**config.mk**
```make
export PLATFORM = sky130hd
export DESIGN_NAME = htm_conflict_tracker
export DESIGN_NICKNAME = d
export VERILOG_FILES = /design/src/rtl/htm_pkg.sv /design/src/rtl/htm_lowest.sv /design/src/rtl/htm_line_match.sv /design/src/rtl/htm_conflict_tracker.sv
export SDC_FILE = /design/constraint.sdc
export NUM_CORES = 1
export LEC_CHECK = 0
export ABC_AREA = 1
export ABC_CLOCK_PERIOD_IN_PS = 3700
export BUFFER_PORTS_ARGS = -buffer_cell sky130_fd_sc_hd__buf_2
export CORE_MARGIN = 10
export CORE_UTILIZATION = 56
export DETAILED_ROUTE_END_ITERATION = 6
export GPL_TIMING_DRIVEN = 0
export PLACE_DENSITY = 0.76
export SLEW_MARGIN = 10
export SYNTH_ARGS = -nofsm -noshare
export SYNTH_HDL_FRONTEND = slang
export SYNTH_SLANG_ARGS = --single-unit
```
**constraint.sdc**
```tcl
create_clock -name clk -period 3.7 [get_ports clk]
set_input_delay 0.37 -clock clk [delete_from_list [all_inputs] [get_ports clk]]
set_output_delay 0.37 -clock clk [all_outputs]
set_load 0.02 [all_outputs]
```
**src/rtl/htm_pkg.sv**
```systemverilog
package htm_pkg;
    typedef enum logic [2:0] {
        OP_NONE   = 3'd0,
        OP_BEGIN  = 3'd1,
        OP_COMMIT = 3'd2,
        OP_ABORT  = 3'd3,
        OP_LOAD   = 3'd4,
        OP_STORE  = 3'd5
    } htm_op_e;
endpackage

```
**src/rtl/htm_lowest.sv**
```systemverilog
// Lowest-index set bit finder.
module htm_lowest #(
    parameter int N  = 4,
    localparam int IW = $clog2(N)
) (
    input  logic [N-1:0]  req,
    output logic          found,
    output logic [IW-1:0] idx
);
    always_comb begin
        found = 1'b0;
        idx   = '0;
        for (int i = N - 1; i >= 0; i--) begin
            if (req[i]) begin
                found = 1'b1;
                idx   = IW'(i);
            end
        end
    end
endmodule

```
**src/rtl/htm_line_match.sv**
```systemverilog
// Compares every live, uncommitted slot with the request and snoop addresses.
module htm_line_match #(
    parameter int NLINES = 4,
    parameter int AW     = 8
) (
    input  logic [NLINES-1:0]         slot_live,
    input  logic [NLINES-1:0][AW-1:0] slot_addr,
    input  logic [AW-1:0]             req_addr,
    input  logic [AW-1:0]             snp_addr,
    output logic [NLINES-1:0]         req_hit,
    output logic [NLINES-1:0]         snp_hit
);
    for (genvar g = 0; g < NLINES; g++) begin : g_cmp
        assign req_hit[g] = slot_live[g] && (slot_addr[g] == req_addr);
        assign snp_hit[g] = slot_live[g] && (slot_addr[g] == snp_addr);
    end
endmodule

```
**src/rtl/htm_conflict_tracker.sv**
```systemverilog
module htm_conflict_tracker
    import htm_pkg::*;
#(
    parameter int NCTX        = 2,
    parameter int NLINES      = 4,
    parameter int AW          = 8,
    parameter int DW          = 8,
    parameter int RETRY_LIMIT = 3,
    localparam int CW = (NCTX > 1) ? $clog2(NCTX) : 1,
    localparam int IW = $clog2(NLINES),
    localparam int RW = $clog2(RETRY_LIMIT + 1)
) (
    input  logic            clk,
    input  logic            rst_n,
    input  logic            req_valid,
    input  logic [2:0]      req_op,
    input  logic [CW-1:0]   req_ctx,
    input  logic [AW-1:0]   req_addr,
    input  logic [DW-1:0]   req_wdata,
    input  logic [NCTX-1:0] trap_ack,
    input  logic            snp_valid,
    input  logic            snp_write,
    input  logic [AW-1:0]   snp_addr,
    output logic [NCTX-1:0] in_tx,
    output logic [NCTX-1:0] doomed,
    output logic [NCTX-1:0] trap,
    output logic [NCTX-1:0] sw_hint,
    output logic            ld_valid,
    output logic            ld_fwd,
    output logic [DW-1:0]   ld_data,
    output logic            wb_valid,
    output logic [AW-1:0]   wb_addr,
    output logic [DW-1:0]   wb_data
);
    typedef struct packed {
        logic          used;
        logic          done;   // committed, waiting to drain
        logic [CW-1:0] owner;
        logic [AW-1:0] addr;
        logic          rd;
        logic          wr;
        logic [DW-1:0] data;
    } slot_t;

    typedef struct packed {
        slot_t [NLINES-1:0]           slot;
        logic  [NCTX-1:0]             act;
        logic  [NCTX-1:0]             exc;
        logic  [NCTX-1:0]             trp;
        logic  [NCTX-1:0][RW-1:0]     fails;
        logic                         ld_v;
        logic                         ld_f;
        logic  [DW-1:0]               ld_d;
        logic                         wb_v;
        logic  [AW-1:0]               wb_a;
        logic  [DW-1:0]               wb_d;
    } state_t;

    state_t state_d, state_q;

    logic [NLINES-1:0]         slot_live, slot_free, slot_drain;
    logic [NLINES-1:0][AW-1:0] slot_addr;
    logic [NLINES-1:0]         req_hit, snp_hit;
    logic                      free_found, drain_found;
    logic [IW-1:0]             free_idx, drain_idx;

    always_comb begin
        for (int i = 0; i < NLINES; i++) begin
            slot_live[i]  = state_q.slot[i].used && !state_q.slot[i].done;
            slot_free[i]  = !state_q.slot[i].used;
            slot_drain[i] = state_q.slot[i].used && state_q.slot[i].done;
            slot_addr[i]  = state_q.slot[i].addr;
        end
    end

    htm_line_match #(.NLINES(NLINES), .AW(AW)) u_match (
        .slot_live (slot_live),
        .slot_addr (slot_addr),
        .req_addr  (req_addr),
        .snp_addr  (snp_addr),
        .req_hit   (req_hit),
        .snp_hit   (snp_hit)
    );

    htm_lowest #(.N(NLINES)) u_free_pick (
        .req   (slot_free),
        .found (free_found),
        .idx   (free_idx)
    );

    htm_lowest #(.N(NLINES)) u_drain_pick (
        .req   (slot_drain),
        .found (drain_found),
        .idx   (drain_idx)
    );

    logic [NCTX-1:0] kill;
    logic            own_hit;
    logic [IW-1:0]   own_idx;
    logic            is_store;
    slot_t           fresh;

    always_comb begin
        state_d       = state_q;
        state_d.ld_v  = 1'b0;
        state_d.ld_f  = 1'b0;
        state_d.ld_d  = '0;
        state_d.wb_v  = 1'b0;
        kill          = '0;
        is_store      = (htm_op_e'(req_op) == OP_STORE);

        // own slot for the requesting context
        own_hit = 1'b0;
        own_idx = '0;
        for (int i = 0; i < NLINES; i++) begin
            if (req_hit[i] && state_q.slot[i].owner == req_ctx) begin
                own_hit = 1'b1;
                own_idx = IW'(i);
            end
        end

        fresh       = '0;
        fresh.used  = 1'b1;
        fresh.owner = req_ctx;
        fresh.addr  = req_addr;
        fresh.rd    = !is_store;
        fresh.wr    = is_store;
        fresh.data  = is_store ? req_wdata : '0;

        // drain one committed line per cycle
        if (drain_found) begin
            state_d.wb_v                 = 1'b1;
            state_d.wb_a                 = state_q.slot[drain_idx].addr;
            state_d.wb_d                 = state_q.slot[drain_idx].data;
            state_d.slot[drain_idx].used = 1'b0;
            state_d.slot[drain_idx].done = 1'b0;
        end

        // remote snoops
        if (snp_valid) begin
            for (int i = 0; i < NLINES; i++) begin
                if (snp_hit[i] && (snp_write || state_q.slot[i].wr))
                    kill[state_q.slot[i].owner] = 1'b1;
            end
        end

        // core request
        if (req_valid && !kill[req_ctx]) begin
            if (state_q.exc[req_ctx]) begin
                if (htm_op_e'(req_op) inside {OP_COMMIT, OP_LOAD, OP_STORE})
                    state_d.trp[req_ctx] = 1'b1;
            end else if (!state_q.act[req_ctx]) begin
                if (htm_op_e'(req_op) == OP_BEGIN)
                    state_d.act[req_ctx] = 1'b1;
            end else begin
                unique case (htm_op_e'(req_op))
                    OP_COMMIT: begin
                        for (int i = 0; i < NLINES; i++) begin
                            if (slot_live[i] && state_q.slot[i].owner == req_ctx) begin
                                if (state_q.slot[i].wr) state_d.slot[i].done = 1'b1;
                                else                    state_d.slot[i].used = 1'b0;
                            end
                        end
                        state_d.act[req_ctx]   = 1'b0;
                        state_d.fails[req_ctx] = '0;
                    end
                    OP_ABORT: kill[req_ctx] = 1'b1;
                    OP_LOAD, OP_STORE: begin
                        for (int i = 0; i < NLINES; i++) begin
                            if (req_hit[i] && state_q.slot[i].owner != req_ctx &&
                                (is_store || state_q.slot[i].wr))
                                kill[state_q.slot[i].owner] = 1'b1;
                        end
                        if (own_hit) begin
                            if (is_store) begin
                                state_d.slot[own_idx].wr   = 1'b1;
                                state_d.slot[own_idx].data = req_wdata;
                            end else begin
                                state_d.slot[own_idx].rd   = 1'b1;
                            end
                        end else if (free_found) begin
                            state_d.slot[free_idx] = fresh;
                        end else begin
                            kill[req_ctx] = 1'b1;   // capacity
                        end
                        if (!is_store && (own_hit || free_found)) begin
                            state_d.ld_v = 1'b1;
                            state_d.ld_f = own_hit && state_q.slot[own_idx].wr;
                            state_d.ld_d = state_d.ld_f ? state_q.slot[own_idx].data : '0;
                        end
                    end
                    default: ;
                endcase
            end
        end

        // trap acknowledgment
        for (int k = 0; k < NCTX; k++) begin
            if (trap_ack[k]) begin
                state_d.trp[k] = 1'b0;
                state_d.exc[k] = 1'b0;
            end
        end

        // apply aborts
        for (int k = 0; k < NCTX; k++) begin
            if (kill[k] && state_q.act[k] && !state_q.exc[k]) begin
                state_d.act[k] = 1'b0;
                state_d.exc[k] = 1'b1;
                if (state_q.fails[k] != RW'(RETRY_LIMIT))
                    state_d.fails[k] = state_q.fails[k] + RW'(1);
                for (int i = 0; i < NLINES; i++) begin
                    if (state_d.slot[i].used && !state_d.slot[i].done &&
                        state_d.slot[i].owner == CW'(k))
                        state_d.slot[i].used = 1'b0;
                end
            end
        end
    end

    always_ff @(posedge clk) begin
        if (!rst_n) state_q <= '0;
        else        state_q <= state_d;
    end

    always_comb begin
        for (int k = 0; k < NCTX; k++)
            sw_hint[k] = (state_q.fails[k] == RW'(RETRY_LIMIT));
    end

    assign in_tx    = state_q.act;
    assign doomed   = state_q.exc;
    assign trap     = state_q.trp;
    assign ld_valid = state_q.ld_v;
    assign ld_fwd   = state_q.ld_f;
    assign ld_data  = state_q.ld_d;
    assign wb_valid = state_q.wb_v;
    assign wb_addr  = state_q.wb_a;
    assign wb_data  = state_q.wb_d;
endmodule

```
Word-level counts from Yosys, hierarchy flattened

Index checks and enable logic that the tools add are counted.

Add/sub/neg operators: 2
Order comparisons: 16
Eq/ne operators: 26
Multiplexer cells: 160
Bitwise operators: 26
Reductions and logical operators: 102

Operators with widths:

| operator                                                             | count |
|---|---|
| 84-bit bitwise mux                                                   | 6 |
| 84-bit two-way mux                                                   | 5 |
| 21-bit demux with 2-bit select                                       | 6 |
| 86-bit two-way mux                                                   | 2 |
| 2-bit two-way mux                                                    | 55 |
| 21-bit binary-select mux with 2-bit select                           | 2 |
| 19-bit two-way mux                                                   | 4 |
| 1-bit logical AND                                                    | 67 |
| 8-bit equality test                                                  | 8 |
| 1-bit two-way mux                                                    | 52 |
| 14-bit two-way mux                                                   | 3 |
| 21-bit two-way mux                                                   | 2 |
| 10-bit two-way mux                                                   | 3 |
| 8-bit two-way mux                                                    | 3 |
| 2-bit OR                                                             | 11 |
| 20-bit two-way mux                                                   | 1 |
| 2-bit one-hot mux with 2 select lines                                | 5 |
| 18-bit two-way mux                                                   | 1 |
| 9-bit two-way mux                                                    | 2 |
| 17-bit two-way mux                                                   | 1 |
| 1-bit logical NOT                                                    | 12 |
| 1-bit NOT                                                            | 11 |
| 1-bit by 2-bit < comparator with 1-bit output, second input constant | 5 |
| 2-bit OR reduction                                                   | 5 |
| other kinds (26)                                                     | 60 |

Flip-flop bits (word level): 121
Input bits: 35
Output and inout port bits: 35
Word-level logic and storage cells: 374

Depth between registers and ports, before layout

Gate-level depths: netlist of the first run.

Depth in word-level cells: 53
Mapped depth: 22
Depth with buffers taken out: 21

Hierarchy

From an unflattened synthesis of the first run, not the netlist that was laid out.

Cell total of the unflattened synthesis: 1212
Area, all modules: 7553.5 µm²

Modules (own cells, without submodules):

| module               | times used | cells an instance | area an instance (µm²) | seq. area each (µm²) |
|---|---|---|---|---|
| htm_conflict_tracker | 1          | 945               | 6429.9                 | 2342.2 |
| htm_line_match       | 1          | 251               | 1051.0                 | 0.0 |
| htm_lowest           | 2          | 8                 | 36.3                   | 0.0 |

Worst setup path after synthesis of the first run

Ideal clock, no wire load.

Path kind: input port to flip-flop
Start point: input port req_ctx
End point: register state_q[87] (netlist bit)
Setup time: 0.119 ns
Data arrival time: 2.093 ns
Data required time: 3.581 ns
Slack: 1.488 ns
Cell stages on the path: 14
Buffers on the path: 2
Cells stage by stage: buf_4 -> inv_2 -> nor2_1 -> or2_2 -> or2_4 -> nand2_8 -> inv_2 -> o21ai_2 -> inv_2 -> nor2_8 -> nand2_1 -> buf_4 -> o21ai_0 -> a21oi_1

Word-level cells in the longest chain between the ends: 17
Elaborated cells on any way between the ends: 39
Those cells by class: order compare (2); eq/ne (4); mux (26); reduce/logical (7)

RTL lines:

| element                                                                                                                                                    | RTL line                    | RTL |
|---|---|---|
| start: declaration                                                                                                                                         | htm_conflict_tracker.sv:17  | `input logic [CW-1:0] req_ctx,` |
| 1-bit equality test                                                                                                                                        | htm_conflict_tracker.sv:116 | `if (req_hit[i] && state_q.slot[i].owner == req_ctx) begin` |
| 1-bit logical AND                                                                                                                                          | htm_conflict_tracker.sv:116 |  |
| 1-bit two-way mux                                                                                                                                          | htm_conflict_tracker.sv:116 |  |
| 2-bit two-way mux (2 in a row)                                                                                                                             | htm_conflict_tracker.sv:116 |  |
| 2-bit by 3-bit < comparator with 1-bit output (not written as such) / 2-bit by 1-bit greater-or-equal comparator with 1-bit output (equally long branches) | htm_conflict_tracker.sv:176 | `state_d.slot[own_idx].wr = 1'b1;` |
| 1-bit logical AND (not written as such)                                                                                                                    | htm_conflict_tracker.sv:176 |  |
| 9-bit two-way mux (not written as such)                                                                                                                    | htm_conflict_tracker.sv:176 |  |
| 21-bit demux with 2-bit select                                                                                                                             | htm_conflict_tracker.sv:176 |  |
| 84-bit bitwise mux                                                                                                                                         | htm_conflict_tracker.sv:176 |  |
| 84-bit bitwise mux                                                                                                                                         | htm_conflict_tracker.sv:177 | `state_d.slot[own_idx].data = req_wdata;` |
| 84-bit two-way mux                                                                                                                                         | htm_conflict_tracker.sv:175 | `if (is_store) begin` |
| 84-bit two-way mux                                                                                                                                         | htm_conflict_tracker.sv:174 | `if (own_hit) begin` |
| 19-bit two-way mux                                                                                                                                         | htm_conflict_tracker.sv:156 | `unique case (htm_op_e'(req_op))` |
| 84-bit two-way mux                                                                                                                                         | htm_conflict_tracker.sv:152 | `end else if (!state_q.act[req_ctx]) begin` |
| 86-bit two-way mux                                                                                                                                         | htm_conflict_tracker.sv:149 | `if (state_q.exc[req_ctx]) begin` |
| 86-bit two-way mux (*)                                                                                                                                     | htm_conflict_tracker.sv:148 | `if (req_valid && !kill[req_ctx]) begin` |
| end signal: assignment                                                                                                                                     | htm_conflict_tracker.sv:223 | `else state_q <= state_d;` |
| end: declaration                                                                                                                                           | htm_conflict_tracker.sv:59  | `state_t state_d, state_q;` |

Mark *: on every way between the ends. The rest lies on a longest branch, timed or not. The select of a mux whose other input is x is not followed.
A chain may end at the register's enable or synchronous reset.

Worst setup path after layout of the first run

Start point: register state_q[57] (netlist bit)
End point: register state_q (netlist bit wb_data[7])

Word-level cells in the longest chain between the ends: 4
Elaborated cells on any way between the ends: 5
Those cells by class: mux (4); reduce/logical (1)

RTL lines:

| element                                    | RTL line                    | RTL |
|---|---|---|
| 1-bit logical AND (*)                      | htm_conflict_tracker.sv:71  | `slot_drain[i] = state_q.slot[i].used && state_q.slot[i].done;` |
| 2-bit two-way mux                          | htm_lowest.sv:14            | `if (req[i]) begin` |
| 21-bit binary-select mux with 2-bit select | htm_conflict_tracker.sv:134 | `state_d.wb_d = state_q.slot[drain_idx].data;` |
| 18-bit two-way mux (not written as such)   | htm_conflict_tracker.sv:134 |  |

Marked as above.

==> results.ini, run 1 <==
[final_layout]
antennaDiodeCount = 0
layout.nets = 1309
drive_gt1_frac = 0.142
syn_to_final_growth_pct = 15.8

[logic_synthesis]
ys.flop_type = dfxtp_1
synth.top_cell.area_share = 0.317
ys_async_sr_fraction = 0
ys_ff_latch = 117
ys_seq_area_frac = 0.317
synthCells = 1191
syn_avg_cell_area_sq_um = 6.20
yosysTopAreaCell = dfxtp_1
synth_fp_nets = 1228
ys_top_cells_by_count = nand2_1 (283), inv_1 (144), nor2_1 (137), a21oi_1 (117), dfxtp_1 (117)
ys_warn_count = 0
synth.most_common_cell = nand2_1
synth_edf_count = 0
synth.area.top_cells = dfxtp_1 (32%), nand2_1 (14%), a21oi_1 (7.9%)
synthesis.area_sq_um = 7380
synth_cell_types = 42

[sta]
period_minus_slack_ns = 3.05
drv_slew = 0
finalCritPeriodShare = 0.823
finalHoldViolCount = 0
worstMarginPinSlew_ns = 0.974
fin_hold_ws_ns = 0.197
rsz0062_at_grt = no
finalSetupViolCount = 0
skew_ns = 0.00640
relSlewSlack = 0.348
fin_tns_setup_ns = 0
max_freq_mhz = 328
layout_setup_ws_ns = 0.654

[global_route]
grt_overflow = 0
grt_max_degree = 17
grt_pass1_wl_um = 42400
grt_use_total = 0.297
antenna_found_initial = 0
first_global_vias = 7832

[placed_design]
pre_cts_ws_ns = 0.777
numPortBuffers = 62
place_hpwl_um = 20700
gp_congestion = 1.06

[pwr]
p_int_mw = 2.47
swShare = 0.247
clockPowerShare = 0.551
leakage_nw = 3.94
totalPowerFinal_mw = 3.28
irDropWorstVdd_mv = 0.332
p_sw_mw = 0.812
power_frac_seq = 0.385
power_frac_comb = 0.064
p_per_area_nw_per_um2 = 384

[setup_path]
cp-end-kind = register
cp_max_fo = 10
critPathLaunchType = register
required_ns = 4.04
path_class = reg -> reg
critPathArrivalTime_ns = 3.39
reg2reg_depth = 9

[routing]
wl_met1_um = 11600
drcViolationCount = 0
drt_iter0_drc = 1415
ant_nets = 0
routed-wl-met3_um = 3120
routed_wl_um = 27300
highest_layer = met4
num_vias = 8489
viasPerCell = 5.83
first_pass_iters = 7
wl_per_cell_um = 18.8
wl_met2_um = 11800

[worst_hold_path]
hold_path_class = in -> reg
holdPathStages = 3

[run]
cap_violations = 0

[cts]
clock_latency_ns = 0.43
htreeDepth = 4
cts_tree = done
cts.sinks = 117
cts_root_buf = clkbuf_16
post_cts_resized = 0
postCtsSetupBuffers = 0
clockBufferDepth = 2
numCtsBuffers = 17
path_clk_slew_ns = 0.06
hold_buffers = 0

[die]
chipWidth_um = 135
core_area_sq_um = 12800
die_h_um = 135
initial_core_util = 0.578
num_rows = 41
io_pins = 70
die-area_sq_um = 18200

[run_status]
status = completed

cell usage in the layout, fill, tap and decap left out, types with 2 or more instances in the layout:
cell,count
clkinv_4,3
bufinv_16,4
a21oi_1,117
a211oi_1,2
xor2_1,9
nand4_2,2
clkbuf_1,19
nor2_2,5
o22ai_1,10
nand2_2,4
nor3_1,24
nand2_1,283
xnor2_1,8
nand3b_1,2
nor2_4,2
o21ai_1,14
nor3b_1,2
ha_1,2
nand4_1,27
buf_4,35
dfxtp_1,117
clkbuf_16,17
inv_1,144
a221oi_1,7
clkinvlp_4,3
and3_1,3
inv_2,11
nand3_1,59
inv_6,3
nand3_2,2
a31oi_1,11
nor2_1,137
o21ai_0,101
buf_6,2
o21ai_2,4
or2_2,3
buf_2,76
layout make-up:
class                           count  area [sq um]
Timing Repair Buffer               62           310
Clock inverter                     13           195
Sequential cell                   117          2340
Multi-Input combinational cell    848          4030
Buffer                             70           427
Tap cell                          172           215
Clock buffer                       19           443
Fill cell                        1184          4230
Inverter                          156           586
power by group through the flow:
stage	sequential [mW]	clock [mW]	combinational [mW]
3_3_place_gp	1.29	0	0.202
2_1_floorplan	1.29	0	0.120
3_5_place_dp	1.29	0	0.201
5_1_grt	1.26	1.86	0.227
4_1_cts	1.26	1.80	0.202
6_report	1.26	1.81	0.211
flip-flops by register name (all words and copies together), names as in the netlist, named ones only:
signal	cells
state_q	52
slot_addr	32
ld_data	8
wb_addr	8
wb_data	8
doomed	2
trap	2
ld_fwd	1
ld_valid	1
wb_valid	1
layer usage:
layer	vias up	track usage
li1	4024	-
met1	3860	0.404
met2	520	0.451
met3	85	0.0697
met4	0	0.0973
met5	-	0
logic make-up after synthesis:
logic type,synth area share
and+or+nand+nor,0.332
xor gates and xnor gates,0.0202
buffers and inverters,0.137
AOI/OAI and AO/OA,0.190
DFF,0.317
adders and majority gates,0.00339
critical path, cell delays in order, from the launching register on:
cell and delay [ns]:
dfxtp_1 0.29, buf_4 0.16, nand2_1 0.12, nand2_1 0.14
nor2_1 0.61, inv_1 0.09, nor2_1 0.77, clkbuf_1 0.42
a21oi_1 0.12, a31oi_1 0.21
metrics by stage:
stage / utilization / cells / area, sq um
final: 0.669 / 1457 / 8550
after floorplan: - / 1191 / 7380
after global placement: 0.619 / 1425 / 7910
after CTS: 0.669 / 1457 / 8550
after global routing: 0.669 / 1457 / 8550
after detailed placement: 0.619 / 1425 / 7910
worst paths after layout:
check | slack (ns) | from | end
worst min register to register | 0.48 | state_q[58]$_SDFFE_PN0P_ | state_q[58]$_SDFFE_PN0P_
worst max-delay path | 0.65 | state_q[57]$_SDFF_PN0_ | wb_data[7]$_SDFFE_PN0N_
worst max register to register | 0.65 | state_q[57]$_SDFF_PN0_ | wb_data[7]$_SDFFE_PN0N_
worst min-delay path | 0.20 | trap_ack[1] | trap[1]$_SDFFE_PP0P_
No activity file was read; power rests on OpenSTA's default activity.
==> inputs of run 2 (changes only) <==
--- a/config.mk
+++ b/config.mk
@@ -6,7 +6,7 @@
 export NUM_CORES = 1
 export LEC_CHECK = 0
 export ABC_AREA = 1
-export ABC_CLOCK_PERIOD_IN_PS = 3700
+export ABC_CLOCK_PERIOD_IN_PS = 2850
 export BUFFER_PORTS_ARGS = -buffer_cell sky130_fd_sc_hd__buf_2
 export CORE_MARGIN = 10
 export CORE_UTILIZATION = 56
==> constraint.sdc (replaced) <==
create_clock -name clk -period 2.85 [get_ports clk]
set_input_delay 0.285 -clock clk [delete_from_list [all_inputs] [get_ports clk]]
set_output_delay 0.285 -clock clk [all_outputs]
set_load 0.02 [all_outputs]
==> run 2 against run 1 <==
Net effect: via count up 0.16%; total power up 30%; largest power group unchanged; cell count about the same; first-iteration DRC count down 6.6%; clock power up 29%; clock-buffer cell count unchanged; global-route usage unchanged; combinational power up 32%; setup slack worse by 0.51 ns; register-to-register slack worse by 0.51 ns.
==> results.ini, run 2 (same netlist as run 1, synthesis figures left out) <==
[routing]
ant_nets = 0
viasPerCell = 5.83
wl_per_cell_um = 18.9
drt_iter0_drc = 1322
routed_wl_um = 27500
num_vias = 8503
drcViolationCount = 0
first_pass_iters = 6

[pwr]
totalPowerFinal_mw = 4.26
p_per_area_nw_per_um2 = 495
irDropWorstVdd_mv = 0.430
leakage_nw = 3.94

[global_route]
grt_overflow = 0
antenna_found_initial = 0
grt_pass1_wl_um = 42400
grt_max_degree = 17
grt_use_total = 0.297
first_global_vias = 7832

[die]
core_area_sq_um = 12800
num_rows = 41
io_pins = 70
chipWidth_um = 135
initial_core_util = 0.578
die-area_sq_um = 18200
die_h_um = 135

[placed_design]
numPortBuffers = 62
place_hpwl_um = 20700
placedCellCount = 1425
gp_congestion = 1.06
place_area_sq_um = 7910
pre_cts_ws_ns = 0.0118

[sta]
finalHoldViolCount = 0
finalCritPeriodShare = 0.950
finalSetupViolCount = 0
max_freq_mhz = 369
relSlewSlack = 0.481
layout_setup_ws_ns = 0.143
drv_slew = 0
worstMarginPinSlew_ns = 0.775
period_minus_slack_ns = 2.71
skew_ns = 0.00769

[setup_path]
slowest_delay_ns = 0.37
required_ns = 3.21
path_cells = inv_1, nand2_1, nand2_1, nor2_1, nand2_1, nor2_1, nand3_1, nand2_1, inv_1, nand2_1, nand3_2, nand2_1, nor2_2, nand4_1, inv_2, buf_2, o21ai_0, a21oi_1
cp_num_buf_inv = 4
cp_slowest_cell = dfxtp_1
critPathLaunchType = register
cp_max_fo = 10
crit_path_frequent_cell = nand2_1
path_class = reg -> reg
cp-end-kind = register
path_delay_family = simple AND/OR/NAND/NOR gates
critPathArrivalTime_ns = 3.07

[cts]
numCtsBuffers = 17
path_clk_slew_ns = 0.06
clockBufferDepth = 2
hold_buffers = 0
cts_tree = done
cts_root_buf = clkbuf_16
htreeDepth = 4
cts.sinks = 117
clock_latency_ns = 0.43

[final_layout]
layout_common_cells = nand2_1 (283), inv_1 (143), nor2_1 (131), a21oi_1 (117), dfxtp_1 (116)
fillers = 1172
largest_register = state_q
layout_commonest_cell = nand2_1
layout.nets = 1310
final_cells = 1458
drive_gt1_frac = 0.152
largest_reg_flops = 52
final_area_sq_um = 8620
final_util = 0.675
syn_to_final_growth_pct = 16.7
antennaDiodeCount = 0

[worst_hold_path]
hold_path_class = in -> reg

[run]
cap_violations = 0

[run_status]
status = completed

run 2: where the power goes:
part / internal, mW / leakage, nW / switching [mW]
logic: 0.0749 / 2.70 / 0.203
clock network: 1.50 / 0.301 / 0.848
registers: 1.64 / 0.942 / 0.00215
run 2: per-layer routing:
layer  track usage  part of all wire
met5             0                 0
met4        0.0973             0.025
met3        0.0697              0.12
met2         0.451              0.44
met1         0.404              0.42
run 2: final timing paths:
path,end,from,slack (ns),cells after the start
worst max-delay path,slot_addr[6]$_SDFFE_PN0P_,state_q[45]$_SDFFE_PN0P_,0.14,18
worst min-delay path,trap[1]$_SDFFE_PP0P_,trap_ack[1],0.11,3
worst max register to register,slot_addr[6]$_SDFFE_PN0P_,state_q[45]$_SDFFE_PN0P_,0.14,18
worst min register to register,trap[1]$_SDFFE_PP0P_,trap[1]$_SDFFE_PP0P_,0.48,2
run 2: timing repair:
item | CTS | global route
setup endpoints to repair | 0 | 82
buffers inserted | 0 | 1
resized for setup | 0 | 17
run 2: area by class of cell:
class                   instances  area [sq um]  share of cell area
clock buffers                  19           443              0.0514
clock inverters                13           195              0.0227
plain buffers                  70           429              0.0498
well taps                     172           215              0.0250
flip-flops and latches        117          2340               0.272
inverters                     156           586              0.0680
repair buffers                 63           318              0.0369
multi-input cells             848          4090               0.474
run 2: stage by stage:
step                setup TNS (ns)  hold WS [ns]
floorplan                        0         0.431
finish                           0         0.109
global placement                 0         0.453
CTS                              0         0.107
detailed placement               0         0.458
global route               -0.0179         0.127
run 2: tightest hold or removal path, delay by kind of cell:
kind	cells	cell delay [ns]
and+or+nand+nor	2	0.14
buffers and inverters	1	0.07
